**src/rtl/tmr_csr_pkg.sv**
```systemverilog
package tmr_csr_pkg;
  typedef enum logic [1:0] {
    SEL_NONE = 2'd0,
    SEL_CMP  = 2'd1,
    SEL_SCR  = 2'd2,
    SEL_TIME = 2'd3
  } sel_e;
endpackage

```
**src/rtl/tmr_csr_decode.sv**
```systemverilog
module tmr_csr_decode
  import tmr_csr_pkg::*;
#(
  parameter int          ADDR_W    = 12,
  parameter logic [11:0] ADDR_CMP  = 12'hBC2,
  parameter logic [11:0] ADDR_SCR  = 12'hBC3,
  parameter logic [11:0] ADDR_TIME = 12'hBC4
) (
  input  logic              clk,
  input  logic              rst_n,
  input  logic [ADDR_W-1:0] addr,
  output sel_e              sel_q
);
  sel_e sel_d;

  always_comb begin
    if (addr == ADDR_W'(ADDR_CMP))       sel_d = SEL_CMP;
    else if (addr == ADDR_W'(ADDR_SCR))  sel_d = SEL_SCR;
    else if (addr == ADDR_W'(ADDR_TIME)) sel_d = SEL_TIME;
    else                                 sel_d = SEL_NONE;
  end

  always_ff @(posedge clk or negedge rst_n) begin
    if (!rst_n) sel_q <= SEL_NONE;
    else        sel_q <= sel_d;
  end
endmodule

```
**src/rtl/tmr_csr_timer.sv**
```systemverilog
module tmr_csr_timer #(
  parameter int               DATA_W   = 32,
  parameter logic [DATA_W-1:0] CNT_INIT = '0
) (
  input  logic              clk,
  input  logic              rst_n,
  input  logic              cmp_we,
  input  logic [DATA_W-1:0] wdata,
  output logic [DATA_W-1:0] time_q,
  output logic [DATA_W-1:0] cmp_q,
  output logic              irq
);
  always_ff @(posedge clk or negedge rst_n) begin
    if (!rst_n) time_q <= CNT_INIT;
    else        time_q <= time_q + 1'b1;
  end

  // Compare is relative to the counter value at the write edge
  always_ff @(posedge clk or negedge rst_n) begin
    if (!rst_n)      cmp_q <= '1;
    else if (cmp_we) cmp_q <= time_q + wdata;
  end

  assign irq = (time_q >= cmp_q);
endmodule

```
**src/rtl/tmr_csr_scratch.sv**
```systemverilog
module tmr_csr_scratch #(
  parameter int DATA_W = 32
) (
  input  logic              clk,
  input  logic              rst_n,
  input  logic              we,
  input  logic [DATA_W-1:0] wdata,
  output logic [DATA_W-1:0] scr_q
);
  always_ff @(posedge clk or negedge rst_n) begin
    if (!rst_n)  scr_q <= '0;
    else if (we) scr_q <= wdata;
  end
endmodule

```
**src/rtl/tmr_csr_ext.sv**
```systemverilog
module tmr_csr_ext
  import tmr_csr_pkg::*;
#(
  parameter int          DATA_W    = 32,
  parameter int          ADDR_W    = 12,
  parameter logic [11:0] ADDR_CMP  = 12'hBC2,
  parameter logic [11:0] ADDR_SCR  = 12'hBC3,
  parameter logic [11:0] ADDR_TIME = 12'hBC4,
  parameter logic [31:0] CNT_INIT  = 32'h0
) (
  input  logic              clk,
  input  logic              rst_n,
  input  logic              csr_read,
  input  logic              csr_write,
  input  logic [DATA_W-1:0] csr_wdata,
  input  logic [ADDR_W-1:0] csr_addr,
  output logic [DATA_W-1:0] csr_rdata,
  output logic              csr_valid,
  output logic              timer_irq
);
  sel_e              sel_q;
  logic [DATA_W-1:0] time_w, cmp_w, scr_w;
  logic [DATA_W-1:0] rd_mux;
  logic              cmp_we, scr_we;

  tmr_csr_decode #(
    .ADDR_W(ADDR_W), .ADDR_CMP(ADDR_CMP), .ADDR_SCR(ADDR_SCR), .ADDR_TIME(ADDR_TIME)
  ) u_dec (
    .clk(clk), .rst_n(rst_n), .addr(csr_addr), .sel_q(sel_q)
  );

  assign csr_valid = (sel_q != SEL_NONE);
  assign cmp_we    = csr_write && (sel_q == SEL_CMP);
  assign scr_we    = csr_write && (sel_q == SEL_SCR);

  tmr_csr_timer #(.DATA_W(DATA_W), .CNT_INIT(DATA_W'(CNT_INIT))) u_tmr (
    .clk(clk), .rst_n(rst_n), .cmp_we(cmp_we), .wdata(csr_wdata),
    .time_q(time_w), .cmp_q(cmp_w), .irq(timer_irq)
  );

  tmr_csr_scratch #(.DATA_W(DATA_W)) u_scr (
    .clk(clk), .rst_n(rst_n), .we(scr_we), .wdata(csr_wdata), .scr_q(scr_w)
  );

  always_comb begin
    unique case (sel_q)
      SEL_CMP:  rd_mux = cmp_w;
      SEL_SCR:  rd_mux = scr_w;
      SEL_TIME: rd_mux = time_w;
      default:  rd_mux = '0;
    endcase
  end

  // One-cycle read return, zero otherwise
  always_ff @(posedge clk or negedge rst_n) begin
    if (!rst_n)        csr_rdata <= '0;
    else if (csr_read) csr_rdata <= rd_mux;
    else               csr_rdata <= '0;
  end
endmodule

```
**config.mk**
```make
export PLATFORM = sky130hd
export DESIGN_NAME = tmr_csr_ext
export DESIGN_NICKNAME = d
export VERILOG_FILES = /design/src/rtl/tmr_csr_pkg.sv /design/src/rtl/tmr_csr_decode.sv /design/src/rtl/tmr_csr_timer.sv /design/src/rtl/tmr_csr_scratch.sv /design/src/rtl/tmr_csr_ext.sv
export SDC_FILE = /design/constraint.sdc
export NUM_CORES = 1
export LEC_CHECK = 0
export BUFFER_PORTS_ARGS = -buffer_cell sky130_fd_sc_hd__clkbuf_2
export CAP_MARGIN = 20
export CORE_UTILIZATION = 40
export DETAILED_ROUTE_END_ITERATION = 12
export PLACE_DENSITY = 0.69
export SLEW_MARGIN = 20
export SYNTH_ARGS = -nofsm -noshare
export SYNTH_HDL_FRONTEND = slang
export SYNTH_SLANG_ARGS = --single-unit
```
**constraint.sdc**
```tcl
create_clock -name clk -period 2.2 [get_ports clk]
set_input_delay 0.11 -clock clk [delete_from_list [all_inputs] [get_ports clk]]
set_output_delay 0.11 -clock clk [all_outputs]
set_load 0.1 [all_outputs]
```
After elaboration in Yosys (flattened, before gate mapping). Cells that the tools add are included. Widths: inputs -> output; s select.

Bits of input ports: 48. Output and inout bits: 34. Bits in registers: 130.

Equal/unequal tests: 6. Add/sub/neg operators: 2. Magnitude comparators: 1. Muxes and demuxes: 5. Reductions and logical operators: 3.

Operators with widths (number): $pmux 32 s3 (1); $eq 12x12->1 const B (3); $add 32x1->32 const B (1); $add 32x32->32 (1); $ge 32x32->1 (1); $mux 32 (1); $mux 2 (3); $eq 2x2->1 const B (2); $eq 2x1->1 const B (1); $logic_and 1x1->1 (2); $reduce_bool 2->1 (1).

Depth between registers and ports, before layout.
Word-level depth: 4. Mapped depth: 9. Mapped depth without buffers: 9.

Hierarchy. From an unflattened synthesis, not the netlist that was laid out.

Cell total of the unflattened synthesis: 779. Area total of the unflattened synthesis: 8348.0 µm².

By module, submodules not included: tmr_csr_timer (seq. area each 1641.6 µm², times used 1, cells an instance 549, area each 4921.0 µm²); tmr_csr_ext (seq. area each 800.8 µm², times used 1, cells an instance 151, area each 1961.9 µm²); tmr_csr_scratch (seq. area each 800.8 µm², times used 1, cells an instance 68, area each 1345.0 µm²); tmr_csr_decode (seq. area each 50.0 µm², times used 1, cells an instance 11, area each 120.1 µm²).

Worst setup path after synthesis. OpenSTA, ideal clock, no wires.

Path kind: reg2reg. Start: reg u_tmr.time_q[0]. End: reg u_tmr.cmp_q[28]. Library setup time: 0.072 ns. Setup slack: -0.202 ns. Arrival time: 2.330 ns. Cell stages (with the launch flop): 10. Period minus slack after synthesis: 2.402 ns. Path through: dfrtp_1 -> ha_1 -> fa_1 -> a21o_1 -> a31o_4 -> a31oi_4 -> nor4_1 -> a2111o_1 -> xnor2_1 -> o21ai_1.

Cells in the longest elaborated chain, start to end: 1.

RTL lines: start, declared (line tmr_csr_timer.sv:9) `output logic [DATA_W-1:0] time_q,`; start signal, assigned (line tmr_csr_timer.sv:15) `else time_q <= time_q + 1'b1;`; $add 32x32->32 (line tmr_csr_timer.sv:21) `else if (cmp_we) cmp_q <= time_q + wdata;`; end signal, assigned (line tmr_csr_timer.sv:21); end, declared (line tmr_csr_timer.sv:10) `output logic [DATA_W-1:0] cmp_q,`.

No other way between the ends. A chain may end at the register's enable or synchronous reset.

Worst setup path in the final report.
Start: reg u_tmr.cmp_q[0]. End: out timer_irq.

Cells in the longest elaborated chain, start to end: 1.

RTL lines: $ge 32x32->1 (line tmr_csr_timer.sv:24) `assign irq = (time_q >= cmp_q);`; end, declared (line tmr_csr_ext.sv:19) `output logic timer_irq`.

No other way between the ends.

==> flow_summary_export.csv <==
group,metric,value,unit
synth,synth-edff-count,0,
clock_tree,cts_max_level,4,
clock_tree,cts_tree,"done",
synth,yosysTopAreaCellShare,30.9,%
layout,syn_to_final_growth,36.9,%
sta,period_needed,2.86,ns
critical_path,crit_chain,"ha_4, nand2b_4, a21o_1, a211oi_2, o31ai_2, a221oi_2, buf_4, o221ai_2, a31o_4, buf_12",
critical_path,crit_family,"compound AO/OA/AOI/OAI gates",
sta,grt_setup_unrepaired,"true",
layout,design_area,10900,um^2
global_route,grt_usage,21.9,%
synth,yosysTopAreaCell,"dfrtp_1",
place,place_area,9450,um^2
flow_run,drv_cap,0,
critical_path,crit_buf_inv,2,
critical_path,endpoint_kind,"primary output",
place,place.gp.congestion,0.881,
die,ioPinCount,82,
synth,ys.flop_type,"dfrtp_1",
die,initial_core_util,40.8,%
global_route,grt_pass1_wl,34300,um
place,io_buffer_count,81,
synth,synthArstFlopShare,100,%
route,drtIter0Drc,345,
place,hpwl,15200,um
clock_tree,worstSkewPairLatency,0.43,ns
status,status,"finished with violations",
die,dieArea,20400,um^2
die,die_h,143,um
critical_path,worstPathArrival,2.75,ns
pwr,p_per_area,511,nW/um^2
sta,max_slew_margin,58.6,%
route,routed_via_density,5.22,
global_route,antenna_found_initial,0,
clock_tree,cts.reportedPaths.clkPinSlew,0.06,ns
layout,layout_commonest_cell,"buf_4",
clock_tree,cts_sinks,130,
sta,hold_slack,0.0286,ns
sta,worstMarginPinSlew,0.621,ns
worst_hold_path,hold_class,"input port to flip-flop",
critical_path,start_kind,"flip-flop",
sta,setup_ws,-0.656,ns
layout,mostFrequentLayoutCells,"buf_4 (106), dfrtp_1 (97), clkbuf_2 (78)",
synth,synth_seq_cells,130,
route,drc,0,
pwr,leakage,5.15,nW
synth,syn_nets,898,
layout,layout-drive-gt1-share,39.0,%
synth,yosysSeqAreaShare,41.5,%
global_route,grt_pass1_vias,6846,
die,core-area,19500,um^2
pwr,vdd_drop_max,492,uV
route,wire_per_inst,16.6,um
critical_path,cp_slowest_stage_delay,0.55,ns
route,route.antenna.remaining_nets,0,
sta,slew_viol_final,0,
layout,fill_cells,1644,
route,totalWireLength,21400,um
layout,final_nets,1120,
route,vias,6705,
clock_tree,cts_inserted_buffers,17,
synth,ys_warn_count,0,
synth,synth_cells,785,
die,rows,51,
layout,multi_input_area,4800,um^2
status,violations,"negative setup slack",
synth,ys_top_cells_by_area,"dfrtp_1 (31%), dfstp_2 (11%), ha_1 (10%), mux2_2 (9.2%), xor2_1 (3.7%)",
route,dr.pass1.iters,5,
sta,hold_viol,0,
layout,regArea,3290,um^2
critical_path,required,2.09,ns
die,die_w,143,um
synth,avgSynthCellArea,10.1,um^2
critical_path,crit_fanout,2,
clock_tree,cts_root_buf,"clkbuf_16",
critical_path,critPathKind,"flip-flop to primary output",
critical_path,cp_slowest_cell,"dfstp_2",
clock_tree,clk_path_buf_depth,2,
sta,setup_viol,18,
global_route,grt_overflow,0,
sta,finalCritPeriodShare,130,%
sta,timing.setup.tns,-1.98,ns
synth,synth_area,7940,um^2
global_route,grt_max_degree,74,
layout,diodes,0,
sta,max_freq,350,MHz
sta,fin_skew,0.00665,ns
synth,synthDistinctLibCells,57,
## per-layer routing
metal | vias up | share of wire [%] | GRT usage (%)
met5 | - | 0 | 0
met4 | 0 | 2.1 | 8.04
met3 | 40 | 2.9 | 4.06
met2 | 142 | 49 | 36.9
met1 | 3279 | 46 | 27.9
li1 | 3244 | - | -
## kinds of logic (layout without fill, tap and decap cells)
family | after synthesis | count (layout) | synth area share [%]
compound gates | 184 | 184 | 16.0
mux | 65 | 65 | 9.21
buf+inv | 72 | 307 | 3.43
flops | 130 | 130 | 41.5
fa+ha+maj | 65 | 65 | 10.3
simple gates | 209 | 209 | 13.0
xor+xnor | 60 | 60 | 6.62
## worst paths after layout
| kind | start | to | cells after the start | slack (ns) |
|---|---|---|---|---|
| worst max-delay path | u_tmr.cmp_q[0] | timer_irq | 10 | -0.66 |
| worst min-delay path | csr_wdata[1] | u_scr.scr_q[1] | 2 | 0.03 |
| worst max register to register | u_tmr.time_q[0] | u_tmr.cmp_q[28] | 10 | -0.18 |
| worst min register to register | u_tmr.cmp_q[29] | u_tmr.cmp_q[29] | 2 | 0.48 |
| max in group asynchronous | rst_n | u_tmr.cmp_q[31] | 3 | 1.29 |
| min in group asynchronous | rst_n | csr_rdata[21] | 2 | 0.11 |
## through the flow
stage | std cells | worst slack, ns | total power [mW] | utilization, %
2_1_floorplan | 785 | -0.0971 | 2.62 | -
3_3_place_gp | 1208 | -0.290 | 2.82 | 48.6
3_5_place_dp | 1208 | -0.351 | 2.83 | 48.6
4_1_cts | 1279 | -0.701 | 5.60 | 54.6
5_1_grt | 1285 | -0.755 | 5.75 | 55.9
6_report | 1285 | -0.656 | 5.56 | 55.9
## synthesized netlist by cell type, types with 4 or more instances
cell      instances
dfrtp_1          98
nand2_1          66
mux2_2           65
ha_1             64
inv_1            40
nor2_1           38
o21ai_0          37
a21oi_1          35
nor2b_1          35
xor2_1           34
a22oi_1          32
dfstp_2          32
clkbuf_1         28
xnor2_1          26
a21o_1           24
nand4_1          21
nand3_1          19
o21ai_1           9
and3_1            6
o211ai_1          6
a211oi_1          4
and2_1            4
nor3_1            4
## power breakdown
group / switching (mW) / internal [mW] / total (mW)
clock: 1.09 / 1.61 / 2.69
sequential: 0.00636 / 2.41 / 2.42
combinational: 0.239 / 0.213 / 0.452
total: 1.33 / 4.23 / 5.56
## sequential cells by signal (all words and copies together) (netlist names)
| signal | cells |
|---|---|
| u_tmr.cmp_q | 32 |
| u_scr.scr_q | 32 |
| u_dec.sel_q | 2 |
| csr_rdata | 32 |
| u_tmr.time_q | 32 |
## worst reg2reg max path: cells and delay by family, from the launching register on
kind                     cells  cell delay (ns)
AO/OA/AOI/OAI                5             1.04
adder cells (fa/ha/maj)      2             0.49
flip-flops                   1             0.39
XOR/XNOR                     1             0.18
buffers and inverters        1             0.13
AND/OR/NAND/NOR              1             0.07
## final cells by class
| class | instances | share of cell area, % |
|---|---|---|
| Tap cell | 265 | 3.05 |
| Clock buffer | 23 | 4.30 |
| Inverter | 40 | 1.38 |
| Clock inverter | 9 | 0.771 |
| Sequential cell | 130 | 30.3 |
| Timing Repair Buffer | 235 | 16.1 |
| Multi-Input combinational cell | 583 | 44.1 |
## repair_timing
item                                    in CTS  in global routing
pin swaps                                   34                 45
hold endpoints to repair                   135                  0
endpoints found under the setup margin      22                 30
hold buffers                                36                  0
resized for setup                           44                 52
setup buffers                                3                  9
Note: power is estimated with default switching activity, not from simulation.
